$ cat src/rtl/flash_unlock_pkg.sv
package flash_unlock_pkg;

  localparam logic [7:0] CMD_PAGE_ERASE = 8'h55;
  localparam logic [7:0] CMD_MASS_ERASE = 8'hAA;

  typedef enum logic [1:0] {
    ERASE_NONE = 2'd0,
    ERASE_PAGE = 2'd1,
    ERASE_MASS = 2'd2
  } erase_kind_e;

  // Classify a byte written to the erase command register.
  function automatic erase_kind_e classify_cmd(input logic [7:0] value);
    if (value == CMD_PAGE_ERASE) return ERASE_PAGE;
    if (value == CMD_MASS_ERASE) return ERASE_MASS;
    return ERASE_NONE;
  endfunction

  // Acceptance rule for a page erase.
  function automatic logic page_ok(input logic armed, input logic busy);
    return armed && !busy;
  endfunction

  // Acceptance rule for a mass erase.
  function automatic logic mass_ok(input logic enabled, input logic dbg,
                                   input logic busy);
    return enabled && dbg && !busy;
  endfunction

endpackage

$ cat src/rtl/flash_arm_regs.sv
module flash_arm_regs #(
  parameter int PAGE_W = 7
) (
  input  logic              clk,
  input  logic              rst_n,
  input  logic              page_wr,
  input  logic [PAGE_W-1:0] page_data,
  input  logic              ctrl_wr,
  input  logic              ctrl_mass_bit,
  input  logic              ctrl_pwe_bit,
  input  logic              irq_en,
  input  logic              page_consume,
  input  logic              mass_consume,
  input  logic              flash_byte_done,
  output logic [PAGE_W-1:0] page_num,
  output logic              page_armed,
  output logic              mass_en,
  output logic              pwe
);

  // Page number and its single-use arming flag.
  always_ff @(posedge clk or negedge rst_n) begin
    if (!rst_n) begin
      page_num   <= '0;
      page_armed <= 1'b0;
    end else if (page_wr) begin
      page_num   <= page_data;
      page_armed <= 1'b1;
    end else if (page_consume) begin
      page_armed <= 1'b0;
    end
  end

  // Mass-erase enable: consumed by an accepted mass erase.
  always_ff @(posedge clk or negedge rst_n) begin
    if (!rst_n) begin
      mass_en <= 1'b0;
    end else if (mass_consume) begin
      mass_en <= 1'b0;
    end else if (ctrl_wr) begin
      mass_en <= ctrl_mass_bit;
    end
  end

  // Program-write enable: locked while interrupts are on, self-clearing.
  always_ff @(posedge clk or negedge rst_n) begin
    if (!rst_n) begin
      pwe <= 1'b0;
    end else if (flash_byte_done) begin
      pwe <= 1'b0;
    end else if (ctrl_wr && !irq_en) begin
      pwe <= ctrl_pwe_bit;
    end
  end

endmodule

$ cat src/rtl/flash_cmd_decode.sv
module flash_cmd_decode
  import flash_unlock_pkg::*;
#(
  parameter int DATA_W = 8
) (
  input  logic              clk,
  input  logic              rst_n,
  input  logic              cmd_wr,
  input  logic [DATA_W-1:0] cmd_data,
  input  logic              page_armed,
  input  logic              mass_en,
  input  logic              dbg_en,
  input  logic              busy,
  output logic              page_accept,
  output logic              mass_accept,
  output logic              page_pulse,
  output logic              mass_pulse
);

  erase_kind_e kind;

  always_comb begin
    kind        = cmd_wr ? classify_cmd(cmd_data[7:0]) : ERASE_NONE;
    page_accept = (kind == ERASE_PAGE) && page_ok(page_armed, busy);
    mass_accept = (kind == ERASE_MASS) && mass_ok(mass_en, dbg_en, busy);
  end

  always_ff @(posedge clk or negedge rst_n) begin
    if (!rst_n) begin
      page_pulse <= 1'b0;
      mass_pulse <= 1'b0;
    end else begin
      page_pulse <= page_accept;
      mass_pulse <= mass_accept;
    end
  end

endmodule

$ cat src/rtl/flash_xdata_steer.sv
module flash_xdata_steer #(
  parameter int XADDR_W = 16,
  parameter int DATA_W  = 8
) (
  input  logic               pwe,
  input  logic               wr,
  input  logic [XADDR_W-1:0] addr,
  input  logic [DATA_W-1:0]  wdata,
  output logic               flash_wr,
  output logic [XADDR_W-1:0] flash_addr,
  output logic [DATA_W-1:0]  flash_wdata,
  output logic               xram_wr,
  output logic [XADDR_W-1:0] xram_addr,
  output logic [DATA_W-1:0]  xram_wdata
);

  always_comb begin
    flash_wr    = wr && pwe;
    xram_wr     = wr && !pwe;
    flash_addr  = addr;
    flash_wdata = wdata;
    xram_addr   = addr;
    xram_wdata  = wdata;
  end

endmodule

$ cat src/rtl/flash_unlock_ctrl.sv
module flash_unlock_ctrl #(
  parameter int         ADDR_W    = 8,
  parameter int         DATA_W    = 8,
  parameter int         XADDR_W   = 16,
  parameter int         PAGE_W    = 7,
  parameter logic [7:0] ERASE_REG = 8'h94,
  parameter logic [7:0] CTRL_REG  = 8'hB2,
  parameter logic [7:0] PAGE_REG  = 8'hB7
) (
  input  logic               clk,
  input  logic               rst_n,
  input  logic               sfr_wr,
  input  logic [ADDR_W-1:0]  sfr_addr,
  input  logic [DATA_W-1:0]  sfr_wdata,
  input  logic               irq_global_en,
  input  logic               dbg_port_en,
  input  logic               flash_busy,
  input  logic               xdata_wr,
  input  logic [XADDR_W-1:0] xdata_addr,
  input  logic [DATA_W-1:0]  xdata_wdata,
  output logic               page_erase,
  output logic               mass_erase,
  output logic [PAGE_W-1:0]  erase_page,
  output logic               prog_wr_en,
  output logic               flash_wr,
  output logic [XADDR_W-1:0] flash_addr,
  output logic [DATA_W-1:0]  flash_wdata,
  output logic               xram_wr,
  output logic [XADDR_W-1:0] xram_addr,
  output logic [DATA_W-1:0]  xram_wdata
);

  localparam int PAGE_LSB = 1;
  localparam int PAGE_MSB = PAGE_LSB + PAGE_W - 1;

  // Named internal events for the checker.
  logic erase_reg_wr, ctrl_reg_wr, page_reg_wr;
  logic page_accept, mass_accept;
  logic page_armed, mass_en;

  assign erase_reg_wr = sfr_wr && (sfr_addr == ADDR_W'(ERASE_REG));
  assign ctrl_reg_wr  = sfr_wr && (sfr_addr == ADDR_W'(CTRL_REG));
  assign page_reg_wr  = sfr_wr && (sfr_addr == ADDR_W'(PAGE_REG));

  flash_arm_regs #(.PAGE_W(PAGE_W)) u_regs (
    .clk             (clk),
    .rst_n           (rst_n),
    .page_wr         (page_reg_wr),
    .page_data       (sfr_wdata[PAGE_MSB:PAGE_LSB]),
    .ctrl_wr         (ctrl_reg_wr),
    .ctrl_mass_bit   (sfr_wdata[1]),
    .ctrl_pwe_bit    (sfr_wdata[0]),
    .irq_en          (irq_global_en),
    .page_consume    (page_accept),
    .mass_consume    (mass_accept),
    .flash_byte_done (flash_wr),
    .page_num        (erase_page),
    .page_armed      (page_armed),
    .mass_en         (mass_en),
    .pwe             (prog_wr_en)
  );

  flash_cmd_decode #(.DATA_W(DATA_W)) u_dec (
    .clk         (clk),
    .rst_n       (rst_n),
    .cmd_wr      (erase_reg_wr),
    .cmd_data    (sfr_wdata),
    .page_armed  (page_armed),
    .mass_en     (mass_en),
    .dbg_en      (dbg_port_en),
    .busy        (flash_busy),
    .page_accept (page_accept),
    .mass_accept (mass_accept),
    .page_pulse  (page_erase),
    .mass_pulse  (mass_erase)
  );

  flash_xdata_steer #(.XADDR_W(XADDR_W), .DATA_W(DATA_W)) u_steer (
    .pwe         (prog_wr_en),
    .wr          (xdata_wr),
    .addr        (xdata_addr),
    .wdata       (xdata_wdata),
    .flash_wr    (flash_wr),
    .flash_addr  (flash_addr),
    .flash_wdata (flash_wdata),
    .xram_wr     (xram_wr),
    .xram_addr   (xram_addr),
    .xram_wdata  (xram_wdata)
  );

endmodule

$ cat config.mk
export PLATFORM = sky130hd
export DESIGN_NAME = flash_unlock_ctrl
export DESIGN_NICKNAME = d
export VERILOG_FILES = /design/src/rtl/flash_unlock_pkg.sv /design/src/rtl/flash_arm_regs.sv /design/src/rtl/flash_cmd_decode.sv /design/src/rtl/flash_xdata_steer.sv /design/src/rtl/flash_unlock_ctrl.sv
export SDC_FILE = /design/constraint.sdc
export NUM_CORES = 1
export LEC_CHECK = 0
export BUFFER_PORTS_ARGS = -buffer_cell sky130_fd_sc_hd__buf_4
export CORE_MARGIN = 1
export CORE_UTILIZATION = 35
export CTS_BUF_LIST = sky130_fd_sc_hd__clkbuf_16
export DETAILED_ROUTE_END_ITERATION = 10
export HOLD_SLACK_MARGIN = 0.1
export PLACE_DENSITY_LB_ADDON = 0.3
export SKIP_LAST_GASP = 1
export SLEW_MARGIN = 5
export SYNTH_ARGS = -nofsm -noshare
export SYNTH_HDL_FRONTEND = slang
export SYNTH_SLANG_ARGS = --single-unit
$ cat constraint.sdc
create_clock -name clk -period 1.37 [get_ports clk]
set_input_delay 0.137 -clock clk [delete_from_list [all_inputs] [get_ports clk]]
set_output_delay 0.137 -clock clk [all_outputs]
set_load 0.03 [all_outputs]
Word-level counts from Yosys, hierarchy flattened
Index checks and enable logic that the tools add are counted.
{"block": "op_classes", "add_sub_neg": 0, "order_cmp": 0, "n_div": 0, "mul": 0, "n_mux": 14, "n_eq_ne": 7, "n_reduce_logical": 17, "n_shift": 0, "n_bitwise": 0}
{"cell": "$eq 8x8->1 const B", "count": 4}
{"cell": "$logic_and 1x1->1", "count": 11}
{"cell": "$mux 2", "count": 5}
{"cell": "$mux 1", "count": 9}
{"cell": "$eq 8x7->1 const B", "count": 1}
{"cell": "$reduce_bool 2->1", "count": 3}
{"cell": "$logic_not 1->1", "count": 3}
{"cell": "$eq 2x1->1 const B", "count": 1}
{"cell": "$eq 2x2->1 const B", "count": 1}
{"block": "totals", "latch_bits": 0, "regBits": 12, "ram_bits": 0, "in_bits": 47, "word_cells": 44, "n_memories": 0, "romBits": 0, "output_inout_bits": 60}

Longest topological paths before layout
Gate-level depths: netlist of the first run.
{"block": "depth", "depth_word": 10, "depth_mapped": 4, "mapped_depth_nobuf": 4}

Hierarchy
Synthesis of the first run repeated with hierarchy kept, for this count alone.
{"block": "hier_totals", "cells_unflattened": 95, "hier_area_um2": 973.4}
{"mod": "flash_arm_regs", "n_inst": 1, "cells_each": 26, "seq_area_each_um2": 250.2, "area_each_um2": 421.7}
{"mod": "flash_xdata_steer", "n_inst": 1, "cells_each": 50, "seq_area_each_um2": 0.0, "area_each_um2": 376.6}
{"mod": "flash_cmd_decode", "n_inst": 1, "cells_each": 11, "seq_area_each_um2": 50.0, "area_each_um2": 122.6}
{"mod": "flash_unlock_ctrl", "n_inst": 1, "cells_each": 8, "seq_area_each_um2": 0.0, "area_each_um2": 52.6}

Worst setup path before layout of the first run
Ideal clock, no wire load.
{"block": "synth_timing", "path_type": "input -> register", "startpoint": "in sfr_addr[5]", "endpoint": "reg u_regs.page_armed", "path_buffers": 0, "setup_ps": 124, "t_arrival_ps": 1442, "path_stages": 4, "required_time_ps": 1246, "path_slack_ps": -196, "cell_sequence": "or4_1 > or4_4 > nor4_4 > o21bai_1"}
{"block": "synth_via", "elab_chain_len": 6, "elab_cells_between_ends": 9, "cone_classes": "3 x eq/ne; 2 x mux; 4 x reduce/logical"}
{"item": "start: declaration", "line": "flash_unlock_ctrl.sv:13", "text": "input logic [ADDR_W-1:0] sfr_addr,"}
{"item": "$eq 8x8->1", "line": "flash_unlock_ctrl.sv:41", "text": "assign erase_reg_wr = sfr_wr && (sfr_addr == ADDR_W'(ERASE_REG));"}
{"item": "$logic_and 1x1->1", "line": "flash_unlock_ctrl.sv:41"}
{"item": "$mux 2", "line": "flash_cmd_decode.sv:23", "text": "kind = cmd_wr ? classify_cmd(cmd_data[7:0]) : ERASE_NONE;"}
{"item": "$eq 2x1->1", "line": "flash_cmd_decode.sv:24", "text": "page_accept = (kind == ERASE_PAGE) && page_ok(page_armed, busy);"}
{"item": "$logic_and 1x1->1", "line": "flash_cmd_decode.sv:24"}
{"item": "named net page_accept", "line": "flash_unlock_ctrl.sv:38", "text": "logic page_accept, mass_accept;"}
{"item": "$reduce_bool 2->1 (no line)"}
{"item": "end signal: assignment", "line": "flash_arm_regs.sv:25", "text": "page_armed <= 1'b0;"}
{"item": "end signal: assignment", "line": "flash_arm_regs.sv:28", "text": "page_armed <= 1'b1;"}
{"item": "end signal: assignment", "line": "flash_arm_regs.sv:30", "text": "page_armed <= 1'b0;"}
{"item": "end: declaration", "line": "flash_arm_regs.sv:16", "text": "output logic page_armed,"}
The timed path passes the listed nets, and every way through them passes these cells.
A chain may end at the register's enable or synchronous reset.

Worst setup path in the final report of the first run
Same ends and word-level chain as after synthesis.

==> flow_summary.toml, run 1 <==
[worst_setup_path]
arrival_ps = 1480
path_delay_family = "simple AND/OR/NAND/NOR gates"
critPathLaunchType = "primary input"
r2r_end = "u_regs.page_armed"
slowest_delay_ps = 520
worstRegToRegCells = 3
crit_start = "sfr_addr[5]"
required_ps = 1490
r2r-start = "u_regs.page_armed"
endpoint = "u_regs.page_armed"
cp_num_buf_inv = 1
endpoint_kind = "flip-flop"
cp_cell_sequence = "buf_4 -> or4_1 -> or4_4 -> nor4_4 -> o21bai_1"
slowest_stage = "or4_1"
path_max_fanout = 2
r2r_slack_ps = 470
path_class = "in -> reg"
path_depth = 5

[synthesis]
syn_nets = 140
ys_ff_latch = 12
netlist_area_um2 = 962
avgSynthCellArea_um2 = 10.3
synthArstFlopShare = 1.00
synth_seq_area_share = 0.312
ys_warn_count = 0
synth_edf_count = 0
synth_cell_type_count = 22
synth_ff_type = "dfrtp_1"
synth_cells = 93

[timing]
finalHoldViolCount = 0
period_share = 0.993
tightest_slew_ps = 336
setup_viol = 0
slew_headroom = 0.774
hold-worst-slack_ps = 144
final-max-slew-violation-count = 0
finClkSkew_ps = 0.0550
fin_crit_ps = 1360
grt_setup_unrepaired = "true"
max_freq_ghz = 0.735

[die]
die_w_um = 54.4
core_um2 = 2540
ios = 107
start_util = 0.378
num_rows = 18
die_h_um = 54.4
dieArea_um2 = 2960

[grt]
grt_pass1_vias = 603
grt_max_degree = 13
grt-ovfl-total = 0
grt_use_total = 0.122
antenna_found_initial = 0
grt_pass1_wl_um = 2500

[final_layout]
nFillCells = 262
areaGrowthSynthToFinish_pct = 3.77
diodes = 0
drive_gt1_frac = 0.593
nets = 134
final-instance-count-excl-fill = 116

[clock_tree]
cts_sinks = 12
htree_levels = 1
postCtsSetupRepairBufs = 0
clk_pin_slew_ps = 40
cts_root_buf = "clkbuf_16"
tritoncts = "yes"
clock_latency_ps = 240
cts.repair.resized = 0
cts_buffers = 3
cts_buffer_depth = 2

[min_path]
hold_class = "in -> reg"

[routing]
dr.pass1.iters = 4
via_per_inst = 5.05
remaining_drc_errors = 0
vias = 586
ant_nets = 0
routed_wl_um = 1630
wire_per_inst_um = 14.0
drt_iter0_drc = 1

[pwr]
ir_drop_mv = 0.569
powerDensity_nw_per_um2 = 1050
p_leak_nw = 0.496

[placed_design]
place_hpwl_um = 1330
gp_congestion = 0.666
port_buffers = 34
placed_cells = 111

[outcome]
status = "finished, final reports clean"

[job]
max_cap_viol_count = 0
-- registers in the layout, summed over array words and instances (netlist names) --
register           count
u_dec.mass_pulse       1
u_regs.pwe             1
u_regs.page_armed      1
u_dec.page_pulse       1
u_regs.mass_en         1
u_regs.page_num        7
-- where the power goes --
part / internal, mW / switching, mW / leakage [nW]
combinational: 0.0777 / 0.0708 / 0.297
clock: 0.384 / 0.146 / 0.0385
sequential: 0.368 / 0.00697 / 0.161
total: 0.829 / 0.224 / 0.496
-- repair_timing --
item,CTS,global route
hold buffers,1,0
endpoints found under the setup margin,0,1
hold endpoints to repair,12,0
-- metrics by stage --
stage	power [mW]	setup slack, ps	instance area (µm²)	setup TNS [ps]	utilization
2_1_floorplan	0.696	-57.6	962	-69.0	-
3_3_place_gp	0.526	-215	910	-589	0.357
3_5_place_dp	0.528	-228	910	-617	0.357
4_1_cts	1.07	8.44	998	0	0.392
5_1_grt	1.10	-29.3	998	-29.3	0.392
6_report	1.05	9.94	998	0	0.392
-- routing by layer --
| layer | vias to the layer above | global-route usage | part of all wire |
|---|---|---|---|
| met3 | 11 | 0.0389 | 0.12 |
| met2 | 50 | 0.201 | 0.44 |
| met1 | 276 | 0.129 | 0.40 |
| li1 | 249 | - | - |
| met5 | - | 0 | 0 |
| met4 | 0 | 0.0897 | 0.036 |
-- how the worst min path moves through the flow --
stage	cells past startpoint	slack, ps	start	to
after floorplan	0	-160	rst_n	u_dec.mass_pulse
after global placement	1	-20	rst_n	u_regs.page_num[2]
after detailed placement	1	-10	rst_n	u_regs.page_num[6]
after CTS	2	140	sfr_wdata[7]	u_regs.page_num[6]
after global routing	2	160	sfr_wdata[2]	u_regs.page_num[1]
final	2	140	sfr_wdata[7]	u_regs.page_num[6]
-- cells in the final DEF (no fill, tap or decap), drive strengths merged, types with 2 or more instances in the layout --
cell type and count:
buf 36, nor3 2, dfrtp 12, inv 2, nand2 2, or4 2
nand4b 2, mux2i 2, nor2 3, clkbuf 3, nor4 3, nand3 2
mux2 7
-- area by class of cell --
class / instances / area (µm²) / area share
clock buffer: 3 / 75.1 / 0.0752
clock inverter: 1 / 3.75 / 0.00376
multi-input combinational: 31 / 294 / 0.294
tap: 30 / 37.5 / 0.0376
sequential: 12 / 300 / 0.301
timing repair buffer: 37 / 280 / 0.281
inverter: 2 / 7.51 / 0.00752
-- synthesized netlist by cell type (2+ instances only) --
| cell type | instances | area share |
|---|---|---|
| buf_4 | 48 | 0.37 |
| dfrtp_1 | 12 | 0.31 |
| mux2_2 | 7 | 0.082 |
| nor2_1 | 3 | 0.012 |
| inv_1 | 2 | 0.0078 |
| mux2i_1 | 2 | 0.021 |
| nand2_1 | 2 | 0.0078 |
| nand3_1 | 2 | 0.010 |
| nor4_4 | 2 | 0.044 |
-- logic make-up (layout without fill, tap and decap cells) --
family / Yosys count / after routing / synth area share
flops: 12 / 12 / 0.312
buf+inv: 50 / 43 / 0.382
mux: 9 / 9 / 0.103
compound gates: 1 / 1 / 0.00781
simple gates: 21 / 21 / 0.195
Power figures use the tool's default switching activity.
==> run 2: changes to the inputs <==
- CORE_UTILIZATION: 35 -> 33
==> run 2 against run 1 <==
  * Setup slack gained 9.2 ps
  * Flip-flop and latch count stayed put
  * Sequential power is essentially flat
  * Clock skew up 1.3 ps
  * Wire length up 14%
  * First-iteration DRC count increased to 10 times the previous value
  * Combinational power is essentially flat
  * Register-to-register slack about the same
  * Cell count grew 1.7%
  * Hold slack improved by 7.1 ps
  * Via count fell by 2.0%
  * Critical path type unchanged
  * Critical endpoint unchanged
  * Largest power group unchanged
  * Highest routed layer unchanged
==> flow_summary.toml, run 2 (same netlist as run 1, synthesis figures left out) <==
[timing]
slew_headroom = 0.739
finClkSkew_ps = 1.34
final-max-slew-violation-count = 0
finalSetupTns_ps = 0
fin_crit_ps = 1350
max_freq_ghz = 0.740
setup_viol = 0
grt_setup_unrepaired = "true"
tightest_slew_ps = 388
period_share = 0.986
finalHoldViolCount = 0

[placed_design]
postPlaceCellArea_um2 = 918
port_buffers = 34
place_hpwl_um = 1580
gp_congestion = 0.705

[routing]
via_per_inst = 4.86
vias = 574
drt_iter0_drc = 10
remaining_drc_errors = 0
routed_wl_um = 1850
wire_per_inst_um = 15.7
ant_nets = 0
dr.pass1.iters = 3

[clock_tree]
cts_sinks = 12
cts_buffers = 3
clock_latency_ps = 240
htree_levels = 1
cts_buffer_depth = 2
postCtsSetupRepairBufs = 0
cts_root_buf = "clkbuf_16"
tritoncts = "yes"
clk_pin_slew_ps = 40

[worst_setup_path]
arrival_ps = 1470
path_class = "in -> reg"
required_ps = 1490
endpoint_kind = "flip-flop"
path_max_fanout = 2
critPathLaunchType = "primary input"

[pwr]
p_leak_nw = 0.501
seqPwrFrac = 0.356
ir_drop_mv = 0.780
combPwrFrac = 0.144
internal_power_mw = 0.831
p_switching_mw = 0.222
netSwitchingFraction = 0.211
clockPowerShare = 0.500
powerDensity_nw_per_um2 = 1050

[outcome]
status = "finished, final reports clean"

[final_layout]
final_common_cell = "buf_4"
largest_reg_flops = 7
areaGrowthSynthToFinish_pct = 4.68
nets = 135
stdcell_area_um2 = 1010
final_cell_mix = "37 x buf_4, 12 x dfrtp_1, 7 x mux2_2"
top_register = "u_regs.page_num"
drive_gt1_frac = 0.598
diodes = 0

[grt]
grt_use_total = 0.122
antenna_found_initial = 0
grt_pass1_vias = 636
grt_max_degree = 13
grt_pass1_wl_um = 3050
grt-ovfl-total = 0

[die]
ios = 107
die_h_um = 56.0
die_w_um = 56.0
start_util = 0.349
num_rows = 19
core_um2 = 2760
dieArea_um2 = 3140

[min_path]
hold_class = "in -> reg"

[job]
max_cap_viol_count = 0
run 2: changes by cell type in the layout (fill, tap and decap cells not counted):
cell	before	now
buf_4	36	37
run 2: layout make-up:
class                   instances  area, µm²
multi-input cells              31        294
inverters                       2       7.51
well taps                      31       38.8
fillers                       283       1750
flip-flops and latches         12        300
clock inverters                 1       3.75
clock buffers                   3       75.1
repair buffers                 38        288
run 2: power groups by stage:
stage	Sequential [mW]	Combinational [mW]	Clock, mW
2_1_floorplan	0.400	0.296	0
3_3_place_gp	0.380	0.149	0
3_5_place_dp	0.380	0.152	0
4_1_cts	0.375	0.155	0.540
5_1_grt	0.376	0.164	0.557
6_report	0.375	0.152	0.526
run 2: layer usage:
metal | vias to the layer above | global-route usage | wire length [µm]
met4 | 0 | 0.0383 | 18
met3 | 4 | 0.0395 | 214
met1 | 255 | 0.150 | 683
li1 | 258 | - | -
met2 | 57 | 0.202 | 936
met5 | - | 0 | 0
run 2: what timing repair did:
action	4_1_cts	5_1_grt
endpoints found under the setup margin	0	1
gates resized for setup	0	0
hold buffers	1	0
hold endpoints to repair	12	0
run 2: through the flow:
stage                     worst slack (ps)  std cells  utilization  power [mW]  hold WS [ps]
after floorplan                      -57.6         93            -       0.696          -159
after global placement                -215        113        0.333       0.529         -16.0
after detailed placement              -229        113        0.333       0.532         -13.0
after CTS                            0.789        118        0.365        1.07           148
after global routing                 -42.4        118        0.365        1.10           155
final                                 19.1        118        0.365        1.05           151
run 2: worst paths after layout:
check,start,to,slack (ps),cells past startpoint
max,sfr_addr[5],u_regs.page_armed,20,5
min,sfr_wdata[2],u_regs.page_num[1],150,2
max reg2reg,u_regs.page_armed,u_regs.page_armed,480,3
min reg2reg,u_regs.page_num[5],u_regs.page_num[5],510,1
max in group asynchronous,rst_n,u_regs.mass_en,930,2
min in group asynchronous,rst_n,u_regs.page_num[6],280,2
run 2: worst max-delay path, stage by stage:
cell,delay (ps)
buf_4,110
or4_1,510
or4_4,460
nor4_4,170
o21bai_1,80
==> run 3: changes to the inputs <==
- CORE_UTILIZATION: 33 -> 32
==> run 3 against run 2 <==
  * Critical endpoint unchanged
  * Hold slack got worse by 1.6 ps
  * Wire length down 7.1%
  * Largest cell class unchanged
  * Maximum frequency decreased by 1.9%
  * Die area is 3.0% higher
  * Register-to-register slack about the same
  * Flip-flop and latch count unchanged
  * Critical path depth stayed put
  * The flow now finishes with violations (DRC, setup timing)
==> flow_summary.toml, run 3 (same netlist as run 1, synthesis figures left out) <==
[outcome]
status = "complete, but fails checks"
violations = "DRC, setup timing"

[die]
start_util = 0.343
num_rows = 19
dieArea_um2 = 3230
die_w_um = 56.8
die_h_um = 56.8
core_um2 = 2810
ios = 107

[routing]
via_per_inst = 4.83
dr.pass1.iters = 7
remaining_drc_errors = 20
vias = 560
routed_wl_um = 1720
wire_per_inst_um = 14.8
ant_nets = 0
drt_iter0_drc = 37

[min_path]
holdPathStages = 2
hold_start = "sfr_wdata[5]"
holdPathEnd = "u_regs.page_num[4]"
hold_class = "in -> reg"

[timing]
tightest_slew_ps = 370
setup_slack_ps = -7.60
finClkSkew_ps = 0.0600
finalHoldViolCount = 0
slew_headroom = 0.751
final-max-slew-violation-count = 0
period_share = 1.01
setup_viol = 1
grt_setup_unrepaired = "true"
max_freq_ghz = 0.726
fin_crit_ps = 1380

[grt]
antenna_found_initial = 0
grt_max_degree = 13
grt_pass1_vias = 535
grt_pass1_wl_um = 2510
grt-ovfl-total = 0
grt_use_total = 0.106

[placed_design]
gp_congestion = 0.716
place_hpwl_um = 1350
pre_cts_ws_ps = -246
port_buffers = 34

[pwr]
powerDensity_nw_per_um2 = 1050
ir_drop_mv = 0.738
p_leak_nw = 0.495
finalPower_mw = 1.05

[final_layout]
diodes = 0
top_register = "u_regs.page_num"
drive_gt1_frac = 0.600
nets = 134
largest_reg_flops = 7
final_cell_mix = "36 x buf_4, 12 x dfrtp_1, 7 x mux2_2"
final_common_cell = "buf_4"
areaGrowthSynthToFinish_pct = 3.51

[worst_setup_path]
r2r_end = "u_regs.page_armed"
endpoint_kind = "flip-flop"
path_class = "in -> reg"
r2r-start = "u_regs.page_armed"
worstRegToRegCells = 3
arrival_ps = 1500
crit_start = "sfr_addr[5]"
required_ps = 1490
r2r_slack_ps = 470
critPathLaunchType = "primary input"
path_max_fanout = 2

[clock_tree]
htree_levels = 1
clock_latency_ps = 240
postCtsSetupRepairBufs = 0
cts_root_buf = "clkbuf_16"
cts_sinks = 12
tritoncts = "yes"
clk_pin_slew_ps = 40
cts.repair.resized = 0
cts_buffers = 3
cts_buffer_depth = 2

[job]
max_cap_viol_count = 0
run 3: cell count changes in the layout (fill, tap and decap cells not counted), sizes merged:
cell | previous run | this run
buf | 37 | 36
clkinv | 1 | 0
run 3: worst max-delay path, cell delays in order:
cell	delay, ps
buf_4	110
or4_1	530
or4_4	460
nor4_4	160
o21bai_1	90
run 3: worst max-delay path by stage:
stage	end	slack (ps)	depth (start not counted)
after floorplan	u_regs.page_armed	-60	4
after global placement	u_regs.page_armed	-210	5
after detailed placement	u_regs.page_armed	-250	5
after CTS	u_regs.page_armed	-4	5
after global routing	u_regs.page_armed	-50	5
final	u_regs.page_armed	-8	5
run 3: power breakdown:
part	switching (mW)	internal [mW]	total, mW	leakage (nW)
registers	0.00658	0.368	0.375	0.161
logic	0.0713	0.0778	0.149	0.297
clock network	0.146	0.380	0.526	0.0370
total	0.224	0.825	1.05	0.495
run 3: layout make-up:
| cell class | instances | area (µm²) |
|---|---|---|
| Fill cell | 282 | 1810 |
| Sequential cell | 12 | 300 |
| Timing Repair Buffer | 37 | 280 |
| Clock buffer | 3 | 75.1 |
| Multi-Input combinational cell | 31 | 294 |
| Inverter | 2 | 7.51 |
| Tap cell | 31 | 38.8 |
run 3: what timing repair did:
item / in CTS / in global routing
hold buffers: 1 / 0
endpoints found under the hold margin: 12 / 0
endpoints found under the setup margin: 1 / 1
run 3: per-stage QoR:
step	hold WS (ps)	area, µm²	utilization	TNS [ps]	cells
after detailed placement	-13.2	911	0.325	-671	112
after CTS	148	996	0.355	-4.11	116
after floorplan	-159	962	-	-69.0	93
after global routing	157	996	0.355	-47.9	116
after global placement	-17.1	911	0.325	-577	112
final	150	996	0.355	-7.60	116
run 3: per-layer routing:
| metal | vias to the layer above | share of wire | GRT usage |
|---|---|---|---|
| met5 | - | 0 | 0 |
| met4 | 0 | 0.032 | 0.0836 |
| met3 | 7 | 0.15 | 0.0438 |
| met2 | 57 | 0.43 | 0.156 |
| met1 | 247 | 0.39 | 0.121 |
| li1 | 249 | - | - |
